===== config.mk =====
export PLATFORM = sky130hd
export DESIGN_NAME = rx_bringup_seq
export DESIGN_NICKNAME = d
export VERILOG_FILES = /design/src/rtl/rxseq_pkg.sv /design/src/rtl/rxseq_lock_sync.sv /design/src/rtl/rxseq_pulse_timer.sv /design/src/rtl/rxseq_fsm.sv /design/src/rtl/rx_bringup_seq.sv
export SDC_FILE = /design/constraint.sdc
export NUM_CORES = 1
export LEC_CHECK = 0
export ABC_AREA = 1
export BUFFER_PORTS_ARGS = -buffer_cell sky130_fd_sc_hd__buf_2
export CAP_MARGIN = 20
export CORE_AREA = 2 2 39 41
export CTS_CLUSTER_SIZE = 40
export DETAILED_ROUTE_END_ITERATION = 6
export DIE_AREA = 0 0 41 43
export SYNTH_ARGS = -nofsm -noshare
export SYNTH_HDL_FRONTEND = slang
export SYNTH_SLANG_ARGS = --single-unit

===== constraint.sdc =====
create_clock -name clk -period 1.6 [get_ports clk]
set_input_delay 0.32 -clock clk [delete_from_list [all_inputs] [get_ports clk]]
set_output_delay 0.32 -clock clk [all_outputs]
set_load 0.01 [all_outputs]

===== src/rtl/rxseq_pkg.sv =====
package rxseq_pkg;
  typedef enum logic [1:0] {
    ST_IDLE = 2'd0,
    ST_PLL  = 2'd1,
    ST_DP   = 2'd2,
    ST_FIFO = 2'd3
  } seq_state_t;
endpackage


===== src/rtl/rxseq_lock_sync.sv =====
module rxseq_lock_sync #(
  parameter int WIDTH  = 2,
  parameter int STAGES = 2
) (
  input  logic             clk,
  input  logic             rst,
  input  logic [WIDTH-1:0] d_async,
  output logic [WIDTH-1:0] q_sync
);
  logic [WIDTH-1:0] chain [STAGES];

  always_ff @(posedge clk) begin
    if (rst) chain[0] <= '0;
    else     chain[0] <= d_async;
  end

  for (genvar i = 1; i < STAGES; i++) begin : g_stage
    always_ff @(posedge clk) begin
      if (rst) chain[i] <= '0;
      else     chain[i] <= chain[i-1];
    end
  end

  assign q_sync = chain[STAGES-1];
endmodule


===== src/rtl/rxseq_pulse_timer.sv =====
module rxseq_pulse_timer #(
  parameter int PULSE_CYCLES = 2
) (
  input  logic clk,
  input  logic rst,
  input  logic restart,
  output logic done
);
  localparam int CW = $clog2(PULSE_CYCLES + 1);
  localparam logic [CW-1:0] LIMIT = CW'(PULSE_CYCLES);

  logic [CW-1:0] cnt;

  assign done = (cnt == LIMIT);

  always_ff @(posedge clk) begin
    if (rst || restart) cnt <= '0;
    else if (!done)     cnt <= cnt + 1'b1;
  end
endmodule


===== src/rtl/rxseq_fsm.sv =====
module rxseq_fsm
  import rxseq_pkg::*;
(
  input  logic       clk,
  input  logic       rst,
  input  logic       pll_lk,
  input  logic       al_lk,
  input  logic       pulse_done,
  output seq_state_t st,
  output logic       enter
);
  seq_state_t st_nxt;

  always_comb begin
    st_nxt = st;
    unique case (st)
      ST_IDLE: st_nxt = ST_PLL;
      ST_PLL:  if (pulse_done && pll_lk) st_nxt = ST_DP;
      ST_DP: begin
        if (!pll_lk)                  st_nxt = ST_PLL;
        else if (pulse_done && al_lk) st_nxt = ST_FIFO;
      end
      ST_FIFO: begin
        if (!pll_lk)     st_nxt = ST_PLL;
        else if (!al_lk) st_nxt = ST_DP;
      end
      default: st_nxt = ST_IDLE;
    endcase
  end

  assign enter = (st_nxt != st);

  always_ff @(posedge clk) begin
    if (rst) st <= ST_IDLE;
    else     st <= st_nxt;
  end
endmodule


===== src/rtl/rx_bringup_seq.sv =====
module rx_bringup_seq
  import rxseq_pkg::*;
#(
  parameter int PULSE_CYCLES = 2,
  parameter int SYNC_STAGES  = 2
) (
  input  logic clk,
  input  logic rst,
  input  logic pll_lock_i,
  input  logic align_lock_i,
  output logic pll_rst_o,
  output logic dp_rst_o,
  output logic fifo_rst_o,
  output logic ready_o
);
  localparam int NLOCK = 2;

  logic [NLOCK-1:0] lk_s;
  logic             pll_lk_s, al_lk_s;
  logic             pulse_done, enter;
  seq_state_t       st;

  rxseq_lock_sync #(.WIDTH(NLOCK), .STAGES(SYNC_STAGES)) u_sync (
    .clk     (clk),
    .rst     (rst),
    .d_async ({align_lock_i, pll_lock_i}),
    .q_sync  (lk_s)
  );

  assign pll_lk_s = lk_s[0];
  assign al_lk_s  = lk_s[1];

  rxseq_fsm u_fsm (
    .clk        (clk),
    .rst        (rst),
    .pll_lk     (pll_lk_s),
    .al_lk      (al_lk_s),
    .pulse_done (pulse_done),
    .st         (st),
    .enter      (enter)
  );

  rxseq_pulse_timer #(.PULSE_CYCLES(PULSE_CYCLES)) u_timer (
    .clk     (clk),
    .rst     (rst),
    .restart (enter),
    .done    (pulse_done)
  );

  // Each reset stays high through every stage before its own,
  // then is released once the pulse of its own stage has run out.
  always_comb begin
    pll_rst_o  = rst || (st == ST_IDLE) || (st == ST_PLL && !pulse_done);
    dp_rst_o   = rst || (st == ST_IDLE) || (st == ST_PLL)
                     || (st == ST_DP && !pulse_done);
    fifo_rst_o = rst || (st != ST_FIFO) || !pulse_done;
    ready_o    = !rst && (st == ST_FIFO) && pulse_done && pll_lk_s && al_lk_s;
  end
endmodule


# Word-level counts from Yosys, hierarchy flattened
# Memory sizes are Yosys's and may differ from the RTL's.
# Cells that the tools add are included.
classes:
  muxes: 11
  add_sub_neg: 1
  reduce_logical: 18
  eq_ne: 6
  bitwise_logic: 2
op_table:
  columns: ["op", "n"]
  rows:
  - ["$mux 2", 7]
  - ["$logic_and 1x1->1", 8]
  - ["$pmux 2 s4", 1]
  - ["$logic_or 1x1->1", 7]
  - ["$eq 2x2->1 const B", 3]
  - ["$mux 1", 3]
  - ["$add 2x1->2 const B", 1]
  - ["$eq 2x1->1 const B", 1]
  - ["$logic_not 1->1", 2]
  - ["$logic_not 2->1", 1]
  - ["$ne 2x2->1", 1]
  - ["$ne 2x2->1 const B", 1]
  - ["$or 1x1->1", 2]
totals:
  register_bits: 4
  wordCells: 41
  in_bits: 4
  mem_count: 1
  output_inout_bits: 4
  ramBits: 4
mem_list:
  columns: ["name", "depth", "word_bits", "read_ports", "rd_ports_with_merged_regs", "write_ports", "line_no", "source"]
  rows:
  - ["u_sync.chain", 2, 2, 2, 0, 2, "rxseq_lock_sync.sv:10", "logic [WIDTH-1:0] chain [STAGES];"]

# Logic depth before layout (Yosys ltp)
logic_depth:
  ltp_word: 7
  mapped_depth: 9

# Hierarchy
# A second synthesis with hierarchy kept.
hier_totals:
  hier_cells: 58
  area_unflattened_um2: 407.9
modules_own_cells:
  columns: ["mod", "area_per_inst_um2", "cells_each", "instances"]
  rows:
  - ["rxseq_fsm", 123.9, 20, 1]
  - ["rxseq_pulse_timer", 122.6, 16, 1]
  - ["rxseq_lock_sync", 110.1, 12, 1]
  - ["rx_bringup_seq", 51.3, 10, 1]

# Worst setup path after synthesis
# OpenSTA, ideal clock, no wires.
synth_timing:
  path_type: "reg-to-output"
  from: "reg u_timer.cnt[0]"
  to: "out ready_o"
  stages_incl_launch_ff: 7
  required_ns: 1.280
  setup_slack_ns: 0.184
  t_arrival_ns: 1.096
  cell_sequence: "dfxtp_1 -> inv_1 -> ha_1 -> nand2_2 -> inv_2 -> nand2_1 -> nor3b_2"
synth_via:
  elab_chain_len: 4
synth_lines:
  columns: ["element", "line_no", "source"]
  rows:
  - ["from (decl)", "rxseq_pulse_timer.sv:12", "logic [CW-1:0] cnt;"]
  - ["from (signal assigned)", "rxseq_pulse_timer.sv:18", "else if (!done) cnt <= cnt + 1'b1;"]
  - ["$eq 2x2->1", "rxseq_pulse_timer.sv:14", "assign done = (cnt == LIMIT);"]
  - ["$logic_and 1x1->1 (3 in a row)", "rx_bringup_seq.sv:57", "ready_o = !rst && (st == ST_FIFO) && pulse_done && pll_lk_s && al_lk_s;"]
  - ["to (decl)", "rx_bringup_seq.sv:14", "output logic ready_o"]
# No other way between the ends.

# Worst setup path in the final report
# Ends and elaborated chain as after synthesis.

==> impl_metrics.csv <==
group,metric,value,unit
outcome,status,"finished clean",
worst_setup_path,startpoint_type,"register",
power_and_ir_drop,p_comb_share,9.7,%
route,wl_per_cell,9.63,um
grt,antenna_found_initial,0,
synth,synth_top_cell_area_share,44.4,%
clock_tree,insertion_delay,0.25,ns
power_and_ir_drop,p_leak,0.000229,uW
route,routed_via_density,4.17,
timing,slew_headroom,87.0,%
synth,yosysWarnings,0,
synth,seq_area_frac_synth,44.4,%
worst_setup_path,crit_type,"reg2out",
floorplan,die_h,43,um
timing,finalCritPeriodShare,97.2,%
synth,synth_most_common_cell,"nor2_1",
floorplan,core_area,1380,um2
route,drt_pass1_iterations,3,
timing,worst_pin_slew,0.195,ns
final_layout,layout.nets,69,
timing,fmax,0.643,GHz
placed_design,gp_congestion,0.695,
power_and_ir_drop,swShare,23.1,%
floorplan,start_util,26.0,%
synth,synth_cells,49,
worst_setup_path,cp-end-kind,"primary output",
synth,synth_commonest_cells,"nor2_1, inv_1, dfxtp_1",
floorplan,ios,8,
power_and_ir_drop,p_switching,94.4,uW
synth,synth_edf_count,0,
timing,rsz0062_at_grt,"yes",
synth,synth_area_leaders,"dfxtp_1, nor2_1, inv_1",
worst_setup_path,cp_data_arrival_time,1.23,ns
timing,setup_viol,0,
worst_setup_path,worst-path-max-fanout,3,
route,drc_errors,0,
synth,syn_area_per_cell,7.35,um2
route,drt_iter0_drc,6,
timing,holdWs,0.267,ns
clock_tree,root_buffer,"clkbuf_4",
placed_design,io_buffer_count,7,
timing,period_minus_slack,1.55,ns
grt,grt_first_pass_wirelength,1240,um
route,vias,325,
clock_tree,cts.path.max_buffers,2,
power_and_ir_drop,power_frac_seq,52.8,%
route,antenna_left,0,
floorplan,std_cell_rows,14,
final_layout,num_antenna_cells,0,
timing,skew,0.000841,ns
synth,syn_nets,54,
timing,drv_slew,0,
timing,setup_slack,0.0455,ns
synth,yosysTopAreaCell,"dfxtp_1",
flow_run,maxCapViolCount,0,
grt,grt_pass1_vias,306,
route,drt_wl_total,751,um
timing,finalHoldViolations,0,
power_and_ir_drop,p_clk_share,37.5,%
power_and_ir_drop,intPower,314,uW
synth,synthArstFlopShare,0,%
final_layout,drive_gt1_share,40.3,%
synth,ys.flop_type,"dfxtp_1",
synth,synth.distinct_cells,15,
floorplan,die_x,41,um
clock_tree,tritoncts,"yes",
clock_tree,cts_num_sinks,8,
clock_tree,htreeDepth,1,
final_layout,syn2layout_area_growth,33.3,%
min_path,hold_class,"in2reg",
synth,netlist_area,360,um2
worst_setup_path,required,1.28,ns
power_and_ir_drop,power.density,850,nW/um2
synth,ys_seq_elements,8,
placed_design,dp_slack,0.195,ns
power_and_ir_drop,ir_drop,0.428,mV
clock_tree,numCtsBuffers,3,
grt,overflow,0,
grt,grt.total_usage,10.7,%
floorplan,dieArea,1760,um2
clock_tree,clkTransAtPathRegs,0.05,ns
grt,grt_max_degree,7,
placed_design,dp_hpwl,485,um
[area by class of cell]
| type | count | area [um2] |
|---|---|---|
| clock buffer | 3 | 22.5 |
| fill | 155 | 903 |
| inverter | 10 | 37.5 |
| multi-input combinational | 31 | 180 |
| sequential | 8 | 163 |
| tap | 16 | 20.0 |
| timing repair buffer | 10 | 57.6 |
[path summary, 6_finish.rpt]
check        slack (ns)                from  depth (start not counted)            endpoint
max                0.05      u_timer.cnt[0]                          7             ready_o
min                0.27        align_lock_i                          3  u_sync.chain[0][1]
max reg2reg        0.24      u_timer.cnt[0]                          9      u_timer.cnt[0]
min reg2reg        0.40  u_sync.chain[0][0]                          2  u_sync.chain[1][0]
[cells in the final DEF, fill, tap and decap left out, drive strengths merged]
master and instances:
a21oi 2, clkbuf 3, nor2 12, inv 10, xor2 1, nand2 8, nor3b 1, o21ai 4
ha 1, nand3 2, dfxtp 8, buf 10
[what timing repair did]
action | CTS | global route
pin swaps | 1 | 2
resized for setup | 6 | 2
buffers inserted | 2 | 0
hold buffers | 0 | 0
setup endpoints to repair | 2 | 3
[cell families (layout without fill, tap and decap cells)]
family	count (synthesis)	after routing	share of synthesized area [%]
AO/OA/AOI/OAI	6	6	9.37
XOR/XNOR	1	1	2.43
adder cells (fa/ha/maj)	1	1	3.47
buffers and inverters	10	23	10.4
flip-flops	8	8	44.4
AND/OR/NAND/NOR	23	23	29.9
[metrics by stage]
stage	instance area [um2]	total power [uW]	util [%]	setup TNS (ns)	std cells
final	480	408	34.7	0	78
after global routing	480	428	34.7	-0.105	78
after floorplan	360	239	-	0	49
after CTS	477	411	34.4	0	78
after global placement	423	249	30.6	0	73
after detailed placement	423	250	30.6	0	73
[power by group through the flow]
stage / logic (uW) / registers (uW) / clock network, uW
3_5_place_dp: 31.2 / 219 / 0
4_1_cts: 38.2 / 215 / 158
3_3_place_gp: 30.4 / 219 / 0
6_report: 39.6 / 216 / 153
5_1_grt: 44.9 / 217 / 167
2_1_floorplan: 21.4 / 217 / 0
[metal layers]
layer	global-route usage, %	vias to the layer above	part of all wire, %
met2	17.5	10	54
met1	11.3	137	40
met3	1.57	2	4.3
li1	-	176	-
met4	8.00	0	2.0
met5	0	-	0
[critical path, stage by stage, from the launching register on]
cell and delay (ns):
dfxtp_2 0.32, inv_2 0.06, ha_4 0.13, nand2_2 0.05, inv_2 0.07, nand2_2 0.06
nor3b_2 0.14, buf_2 0.14
[registers in the layout, summed over array words and instances, names as in the netlist]
name and count:
u_timer.cnt 2, u_fsm.st 2, u_sync.chain 4
Note: power is estimated with default switching activity, not from simulation.
